### src/rtl/ptr_pkg.sv
package ptr_pkg;

    typedef enum logic [1:0] {
        ST_IDLE   = 2'd0,
        ST_ACCESS = 2'd1,
        ST_SWAP   = 2'd2
    } state_e;

    localparam logic [1:0] OP_LOAD  = 2'd0;
    localparam logic [1:0] OP_XCHG  = 2'd1;
    localparam logic [1:0] OP_STORE = 2'd2;

    localparam logic [1:0] MD_DIRECT = 2'd0;
    localparam logic [1:0] MD_BIND   = 2'd1;
    localparam logic [1:0] MD_XIND   = 2'd2;

    localparam logic [1:0] AJ_NONE = 2'd0;
    localparam logic [1:0] AJ_INC  = 2'd1;
    localparam logic [1:0] AJ_DEC  = 2'd2;

endpackage

### src/rtl/ptr_addr_gen.sv
module ptr_addr_gen
    import ptr_pkg::*;
#(
    parameter int W = 8
) (
    input  logic [1:0]   mode_i,
    input  logic [W-1:0] dir_addr_i,
    input  logic [W-1:0] b_val_i,
    input  logic [W-1:0] x_val_i,
    output logic [W-1:0] ea_o
);

    always_comb begin
        unique case (mode_i)
            MD_BIND: ea_o = b_val_i;
            MD_XIND: ea_o = x_val_i;
            default: ea_o = dir_addr_i;
        endcase
    end

endmodule

### src/rtl/ptr_regfile.sv
module ptr_regfile #(
    parameter int           W       = 8,
    parameter logic [W-1:0] B_ADDR  = 8'hFE,
    parameter logic [W-1:0] X_ADDR  = 8'hFC,
    parameter logic [W-1:0] SP_ADDR = 8'hFD
) (
    input  logic         clk,
    input  logic         rst_n,
    input  logic [W-1:0] rd_addr_i,
    output logic         rd_hit_o,
    output logic [W-1:0] rd_val_o,
    input  logic         wr_en_i,
    input  logic [W-1:0] wr_addr_i,
    input  logic [W-1:0] wr_data_i,
    input  logic         adj_b_i,
    input  logic         adj_x_i,
    input  logic         adj_down_i,
    output logic [W-1:0] b_o,
    output logic [W-1:0] x_o,
    output logic [W-1:0] sp_o
);

    localparam int NPTR = 3;
    localparam logic [NPTR*W-1:0] SLOT_ADDRS = {SP_ADDR, X_ADDR, B_ADDR};

    logic [W-1:0]    slot_q [NPTR];
    logic [NPTR-1:0] slot_adj;

    assign slot_adj = {1'b0, adj_x_i, adj_b_i};

    for (genvar i = 0; i < NPTR; i++) begin : g_slot
        localparam logic [W-1:0] MY_ADDR = SLOT_ADDRS[i*W +: W];
        always_ff @(posedge clk or negedge rst_n) begin
            if (!rst_n) begin
                slot_q[i] <= '0;
            end else if (wr_en_i && wr_addr_i == MY_ADDR) begin
                slot_q[i] <= wr_data_i;
            end else if (slot_adj[i]) begin
                slot_q[i] <= adj_down_i ? slot_q[i] - 1'b1 : slot_q[i] + 1'b1;
            end
        end
    end

    always_comb begin
        rd_hit_o = 1'b0;
        rd_val_o = '0;
        for (int i = 0; i < NPTR; i++) begin
            if (rd_addr_i == SLOT_ADDRS[i*W +: W]) begin
                rd_hit_o = 1'b1;
                rd_val_o = slot_q[i];
            end
        end
    end

    assign b_o  = slot_q[0];
    assign x_o  = slot_q[1];
    assign sp_o = slot_q[2];

endmodule

### src/rtl/ptr_mem_unit.sv
module ptr_mem_unit
    import ptr_pkg::*;
#(
    parameter int           W       = 8,
    parameter logic [W-1:0] B_ADDR  = 8'hFE,
    parameter logic [W-1:0] X_ADDR  = 8'hFC,
    parameter logic [W-1:0] SP_ADDR = 8'hFD
) (
    input  logic         clk,
    input  logic         rst_n,
    input  logic         start_i,
    input  logic [1:0]   op_i,
    input  logic [1:0]   mode_i,
    input  logic [1:0]   adj_i,
    input  logic [W-1:0] dir_addr_i,
    input  logic [W-1:0] imm_i,
    input  logic [W-1:0] acc_i,
    input  logic [W-1:0] ram_rdata_i,
    output logic [W-1:0] ram_addr_o,
    output logic [W-1:0] ram_wdata_o,
    output logic         ram_we_o,
    output logic [W-1:0] acc_o,
    output logic         done_o,
    output logic         busy_o,
    output logic [W-1:0] b_o,
    output logic [W-1:0] x_o,
    output logic [W-1:0] sp_o
);

    state_e state_q, state_d;

    logic [1:0]   op_q, mode_q, adj_q;
    logic [W-1:0] imm_q, acc_q, ea_q, cap_q;
    logic [W-1:0] ea_d;

    logic         ph_read, ph_write;
    logic         store_skip, finish, wr_now, adj_on;
    logic [W-1:0] wr_data, rd_byte;
    logic         win_hit;
    logic [W-1:0] win_val;
    logic         rf_we, adj_b, adj_x;

    ptr_addr_gen #(.W(W)) u_addr (
        .mode_i     (mode_i),
        .dir_addr_i (dir_addr_i),
        .b_val_i    (b_o),
        .x_val_i    (x_o),
        .ea_o       (ea_d)
    );

    ptr_regfile #(
        .W       (W),
        .B_ADDR  (B_ADDR),
        .X_ADDR  (X_ADDR),
        .SP_ADDR (SP_ADDR)
    ) u_regs (
        .clk        (clk),
        .rst_n      (rst_n),
        .rd_addr_i  (ea_q),
        .rd_hit_o   (win_hit),
        .rd_val_o   (win_val),
        .wr_en_i    (rf_we),
        .wr_addr_i  (ea_q),
        .wr_data_i  (wr_data),
        .adj_b_i    (adj_b),
        .adj_x_i    (adj_x),
        .adj_down_i (adj_q == AJ_DEC),
        .b_o        (b_o),
        .x_o        (x_o),
        .sp_o       (sp_o)
    );

    // State register
    always_ff @(posedge clk or negedge rst_n) begin
        if (!rst_n) state_q <= ST_IDLE;
        else        state_q <= state_d;
    end

    // Transitions
    always_comb begin
        state_d = state_q;
        unique case (state_q)
            ST_IDLE:   if (start_i) state_d = ST_ACCESS;
            ST_ACCESS: state_d = (op_q == OP_XCHG) ? ST_SWAP : ST_IDLE;
            ST_SWAP:   state_d = ST_IDLE;
            default:   state_d = ST_IDLE;
        endcase
    end

    assign ph_read  = (state_q == ST_ACCESS);
    assign ph_write = (state_q == ST_SWAP);

    // Outputs and phase controls
    always_comb begin
        store_skip  = (op_q == OP_STORE) && (mode_q == MD_XIND);
        finish      = (ph_read && op_q != OP_XCHG) || ph_write;
        wr_now      = (ph_read && op_q == OP_STORE && !store_skip) || ph_write;
        wr_data     = ph_write ? acc_q : imm_q;
        rd_byte     = win_hit ? win_val : ram_rdata_i;
        adj_on      = finish && !store_skip && (adj_q == AJ_INC || adj_q == AJ_DEC);
        adj_b       = adj_on && (mode_q == MD_BIND);
        adj_x       = adj_on && (mode_q == MD_XIND);
        rf_we       = wr_now && win_hit;
        ram_we_o    = wr_now && !win_hit;
        ram_wdata_o = wr_data;
        ram_addr_o  = ea_q;
        busy_o      = (state_q != ST_IDLE);
    end

    // Request latch and result registers
    always_ff @(posedge clk or negedge rst_n) begin
        if (!rst_n) begin
            op_q   <= OP_LOAD;
            mode_q <= MD_DIRECT;
            adj_q  <= AJ_NONE;
            imm_q  <= '0;
            acc_q  <= '0;
            ea_q   <= '0;
            cap_q  <= '0;
            acc_o  <= '0;
            done_o <= 1'b0;
        end else begin
            done_o <= finish;
            if (state_q == ST_IDLE && start_i) begin
                op_q   <= op_i;
                mode_q <= mode_i;
                adj_q  <= adj_i;
                imm_q  <= imm_i;
                acc_q  <= acc_i;
                ea_q   <= ea_d;
            end
            if (ph_read) cap_q <= rd_byte;
            if (finish) begin
                if (ph_write)               acc_o <= cap_q;
                else if (op_q == OP_STORE)  acc_o <= acc_q;
                else                        acc_o <= rd_byte;
            end
        end
    end

endmodule

### config.mk
export PLATFORM = sky130hd
export DESIGN_NAME = ptr_mem_unit
export DESIGN_NICKNAME = d
export VERILOG_FILES = /design/src/rtl/ptr_pkg.sv /design/src/rtl/ptr_addr_gen.sv /design/src/rtl/ptr_regfile.sv /design/src/rtl/ptr_mem_unit.sv
export SDC_FILE = /design/constraint.sdc
export NUM_CORES = 1
export LEC_CHECK = 0
export BUFFER_PORTS_ARGS = -buffer_cell sky130_fd_sc_hd__buf_4
export CORE_ASPECT_RATIO = 1.5
export CORE_MARGIN = 1
export CORE_UTILIZATION = 55
export DETAILED_ROUTE_END_ITERATION = 7
export PLACE_DENSITY = 0.78
export SLEW_MARGIN = 0
export SYNTH_ARGS = -nofsm -noshare
export SYNTH_HDL_FRONTEND = slang
export SYNTH_SLANG_ARGS = --single-unit
### constraint.sdc
create_clock -name clk -period 3.5 [get_ports clk]
set_input_delay 0.175 -clock clk [delete_from_list [all_inputs] [get_ports clk]]
set_output_delay 0.175 -clock clk [all_outputs]
set_load 0.05 [all_outputs]
* Word level (Yosys, flattened, before mapping)
Index checks and enable logic that the tools add are counted.
** Storage, ports and cells
- Register bits :: 73
- Latch bits :: 0
- Bits in writable memories :: 0
- ROM bits :: 0
- Bits of input ports :: 41
- Output and inout bits :: 51
- Word-level logic and storage cells :: 75
- Memories kept :: 0
** Cells by class
- Add/subtract/negate cells :: 4
- Multiply operators :: 0
- Div/mod/pow operators :: 0
- Magnitude comparators :: 0
- Eq/ne operators :: 15
- Shift operators :: 0
- Multiplexer cells :: 20
- Bitwise gates (word level) :: 0
- Reduce and logical (&&, ||, !) cells :: 23
** Operators by type and width (number)
- 2-to-1 mux 8 bit :: 13
- equality test 8 bit, second input constant :: 3
- adder 8 x 1 -> 8 bit, second input constant :: 2
- one-hot mux 8 bit (2 select lines) :: 1
- subtractor 8 x 1 -> 8 bit, second input constant :: 2
- logical AND 1 bit :: 14
- equality test 2 x 1 -> 1 bit, second input constant :: 5
- equality test 2 bit, second input constant :: 5
- nonzero test 2 bit :: 3
- 2-to-1 mux 2 bit :: 2
- one-hot mux 2 bit (2 select lines) :: 1
- logical OR 1 bit :: 3
- 2-to-1 mux 1 bit :: 3
- logical NOT 1 bit :: 2
- logical NOT 2 bit :: 1
- != test 2 x 1 -> 1 bit, second input constant :: 1
- != test 2 bit, second input constant :: 1

* Depth between registers and ports, before layout
- Depth in word-level cells :: 8
- Depth in mapped cells :: 13
- Depth with buffers taken out :: 10

* Hierarchy
From an unflattened synthesis, not the netlist that was laid out.
** Second synthesis, totals
- Cell total of the unflattened synthesis :: 430
- Area total of the unflattened synthesis :: 4554.4 sq um
** Modules (own cells, without submodules)
- ptr_mem_unit :: times used 1, cells each 195, area each 2468.6 sq um, sequential area each 1226.2 sq um
- ptr_regfile :: times used 1, cells each 204, area each 1893.1 sq um, sequential area each 600.6 sq um
- ptr_addr_gen :: times used 1, cells each 31, area each 192.7 sq um, sequential area each 0.0 sq um

* Worst setup path after synthesis
OpenSTA, ideal clock, no wires.
- Path kind :: register -> register
- From :: reg adj_q[0]
- To :: reg u_regs.slot_q, in the netlist u_regs.b_o[6]
- Library setup time :: 0.126 ns
- Arrival time :: 2.585 ns
- Required time :: 3.374 ns
- Slack :: 0.789 ns
- Cell stages (with the launch flop) :: 14
- Path buffers :: 3
- Clock period less this slack :: 2.711 ns
- Cells stage by stage :: dfrtp_1 inv_1 ha_1 buf_4 clkbuf_1 buf_2 xor2_1 ha_1 or3_1 a21oi_2 or4_4 a31oi_4 xnor2_1 a21oi_1
** Between the ends
- Longest elaborated chain between the ends :: 5
- Elaborated cells on any way between the ends :: 9
- Classes of those cells :: eq/ne: 2; mux: 3; reduce/logical: 4
** Ends and longest elaborated chain
- start: declaration :: RTL line ptr_mem_unit.sv:32 : logic [1:0] op_q, mode_q, adj_q;
- start signal: assignment :: RTL line ptr_mem_unit.sv:127 : adj_q <= adj_i;
- equality test 2 x 1 -> 1 bit / equality test 2 bit (equally long branches) :: RTL line ptr_mem_unit.sv:100, ptr_mem_unit.sv:67
- logical OR 1 bit :: RTL line ptr_mem_unit.sv:100 : adj_on = finish && !store_skip && (adj_q == AJ_INC || adj_q == AJ_DEC);
- logical AND 1 bit :: RTL line ptr_mem_unit.sv:100
- logical AND 1 bit :: RTL line ptr_mem_unit.sv:101 : adj_b = adj_on && (mode_q == MD_BIND);
- nonzero test 2 bit (no line)
- end signal: indexed assignment :: RTL line ptr_regfile.sv:37 : slot_q[i] <= wr_data_i;
- end signal: indexed assignment :: RTL line ptr_regfile.sv:39 : slot_q[i] <= adj_down_i ? slot_q[i] - 1'b1 : slot_q[i] + 1'b1;
- end: declaration :: RTL line ptr_regfile.sv:26 : logic [W-1:0] slot_q [NPTR];
Parallel ways exist; a longest one is shown, timed or not. The select of a mux whose other input is x is not followed.
A chain may end at the register's enable or synchronous reset.

* Worst setup path after layout
Same ends and word-level chain as after synthesis.

==> reports/qor.txt <==
outcome = finished clean
CP startpoint = adj_q[0]
Ys Warns = 0
setup TNS = 0 ps
reg2reg start = adj_q[0]
asr flop ratio synth = 1.00
Final ANT Viol Nets = 0
combinational family with the most area after synthesis = simple AND/OR/NAND/NOR gates
Vias per Instance = 5.83
Core Footprint = 0.00732 sq mm
crit path DAT = 2670 ps
DIE AREA = 0.00803 sq mm
Yosys top cell area share = 0.433
post-cts sizing count = 0
Slew headroom = 0.383
Synth Area in Simple Gates = 0.202
first-pass GRT wire length = 18,200 um
layout cells sized above 1 = 0.221
Max-Cap Viols = 0
Total GRT Usage = 0.306
Die H = 109 um
Adder-Cell Fraction of Synth Area = 0.0178
fillers = 628
worst min-delay path category = in -> reg
Clock Root Buffer = clkbuf_8
Crit Path Class = reg -> reg
Routed wire per std cell = 17.4 um
PD cells = 800 mW/mm^2
final wirelength = 11,400 um
Seq cells post-synth = 73
power share of the clock group = 0.168
CP Depth = 10
maximum vdd drop = 0.486 mV
Post-Synth XOR/XNOR Area = 0.0394
Critical Path Sink Type = register
CP peak stage delay = 540 ps
CP bufs+invs = 1
Fmax = 0.406 GHz
Hold Crit Start = acc_i[1]
post-synthesis cell area = 0.00422 sq mm
clock-pin slew on the worst setup and hold paths = 70 ps
Final period util = 0.704
drt first pass iters = 5
synthesized instance count = 485
number of flops mapped to enable cells by yosys = 0
Flop pwr share = 0.360
Clock Latency Late Sink = 350 ps
post-synthesis compound-gate area fraction = 0.200
Worst Path Max Fanout = 9
PortBufs = 91
Pleak = 2.39 nW
CTS tree = yes
syn_nets = 532
I/O pins = 92
Worst Tran Pin Value = 925 ps
main flop type after synthesis = dfrtp_1
# DRC = 0
Comb power frac = 0.472
post-synth top area cell = dfrtp_1
H-tree depth = 3
Rows = 38
proportion of synthesized area in mux cells = 0.0534
synthesis-to-finish area growth = 20.4%
Distinct cells, synth = 59
DR vias = 3,833
fin cells = 657
Post CTS Setup Buffer Count = 0
total internal power = 0.00211 W
syn_area_per_cell = 8.70 sq um
DR iter-0 viols = 372
Hold Path Depth = 3
die span in x = 73.5 um
Startpoint Class = register
RSZ-0062 raised after global routing = no
Worst path top cell family by delay = simple AND/OR/NAND/NOR gates
crit path cell chain = inv_1 -> ha_1 -> xor2_1 -> ha_1 -> or3_1 -> a21oi_2 -> or4_4 -> a31oi_4 -> xnor2_1 -> a21oi_1
Switching Share = 0.481
initial core utilization = 0.576
hold-fix buffers at CTS = 1
grt total ovfl = 0
initial antenna violation count = 0
ant diodes = 0
Net Switching = 0.00195 W
setup violators final = 0
Num CTS Buffers = 9
Crit path top cell by count = ha_1
Final Hold Fails = 0
fin. max-slew vios = 0
nets@finish = 599
sequential fraction of the synthesis area = 0.433
vias in the first global route = 3,688
Final HPWL DP = 8450 um
largest net degree at the start of global routing = 74
placed cells = 640
slowest stage cell on the critical path = or4_4
Final Wtd Congestion = 0.916
clk sink count = 73
worst clock skew = 6.49 ps
WP data required = 3710 ps
Final Critical Period = 2460 ps
Reg2Reg Depth = 10
CTS Buffer Depth = 2
top post-synthesis cells by area = dfrtp_1, nand2_1, o21ai_0, mux2i_1, a21oi_1
-- layer usage --
metal,track usage,vias to the layer above,share of wire
li1,-,1812,-
met1,0.359,1847,0.40
met2,0.533,144,0.51
met3,0.0628,30,0.052
met4,0.133,0,0.036
met5,0,-,0
-- Yosys cell counts, drive strengths merged (2+ instances only) --
| cell type | instances |
|---|---|
| a21boi | 2 |
| a21oi | 34 |
| a22oi | 10 |
| a2bb2oi | 8 |
| a31oi | 3 |
| and2b | 3 |
| and3b | 2 |
| buf | 18 |
| clkbuf | 20 |
| dfrtp | 73 |
| ha | 6 |
| inv | 12 |
| mux2 | 4 |
| mux2i | 18 |
| nand2 | 116 |
| nand2b | 8 |
| nand3 | 3 |
| nand4 | 4 |
| nor2 | 26 |
| nor2b | 2 |
| nor3 | 4 |
| nor4 | 2 |
| nor4b | 3 |
| o211ai | 4 |
| o21ai | 42 |
| o22a | 2 |
| o22ai | 17 |
| or3 | 4 |
| or4 | 2 |
| xnor2 | 8 |
| xor2 | 11 |
-- power by group through the flow --
stage	Combinational [W]	Clock, W	Sequential [W]
floorplan	0.00101	0	0.00178
global placement	0.00188	0	0.00146
detailed placement	0.00191	0	0.00147
CTS	0.00191	0.000694	0.00145
global route	0.00206	0.000741	0.00150
finish	0.00192	0.000684	0.00146
-- cell type report --
cell class,instances,area (sq um),area share
Multi-Input combinational cell,361,2160,0.426
Timing Repair Buffer,94,708,0.139
Sequential cell,73,1830,0.360
Inverter,13,48.8,0.00961
Tap cell,100,125,0.0246
Clock inverter,2,35.0,0.00690
Clock buffer,14,173,0.0340
-- placed cells by master (no fill, tap or decap), drive strengths merged, types with 10 or more instances in the layout --
cell	count
nand2	116
buf	93
dfrtp	73
o21ai	42
a21oi	34
nor2	26
mux2i	18
o22ai	17
clkbuf	14
inv	12
xor2	11
a22oi	10
-- sequential cells by signal (all words and copies together), names as in the netlist, 2 cells and up --
| signal | count |
|---|---|
| op_q | 2 |
| ram_addr_o | 8 |
| acc_o | 8 |
| adj_q | 2 |
| imm_q | 8 |
| u_regs.b_o | 8 |
| u_regs.sp_o | 8 |
| acc_q | 8 |
| state_q | 2 |
| u_regs.x_o | 8 |
| cap_q | 8 |
| mode_q | 2 |
-- cells by family after synthesis --
family                   after synthesis
AO/OA/AOI/OAI                        130
buffers and inverters                 51
flip-flops                            73
XOR/XNOR                              19
adder cells (fa/ha/maj)                6
multiplexers                          22
AND/OR/NAND/NOR                      184
-- worst register-to-register path, delay by kind of cell, from the launching register on --
kind / cells / cell delay, ps
and+or+nand+nor: 2 / 670
adders and majority gates: 2 / 550
DFF: 1 / 360
AOI/OAI and AO/OA: 3 / 330
xor gates and xnor gates: 2 / 320
buffers and inverters: 1 / 90
-- final timing paths --
path                            slack [ps]       endpoint
worst min-delay path                     9       acc_q[1]
worst max register to register        1040  u_regs.b_o[6]
worst max-delay path                  1040  u_regs.b_o[6]
worst min register to register         480       imm_q[4]
max in group asynchronous             2390         done_o
min in group asynchronous              490  u_regs.b_o[6]
-- metrics by stage --
step | total power [W] | setup WS, ps | area, sq um | utilization | hold slack [ps]
after floorplan | 0.00279 | 789 | 4220 | - | -121
after global placement | 0.00334 | 1110 | 4860 | 0.664 | 365
after detailed placement | 0.00338 | 1050 | 4860 | 0.664 | 367
after CTS | 0.00406 | 1040 | 5080 | 0.694 | 1.97
after global routing | 0.00430 | 860 | 5080 | 0.694 | 7.65
final | 0.00407 | 1040 | 5080 | 0.694 | 9.16
No activity file was read; power rests on OpenSTA's default activity.
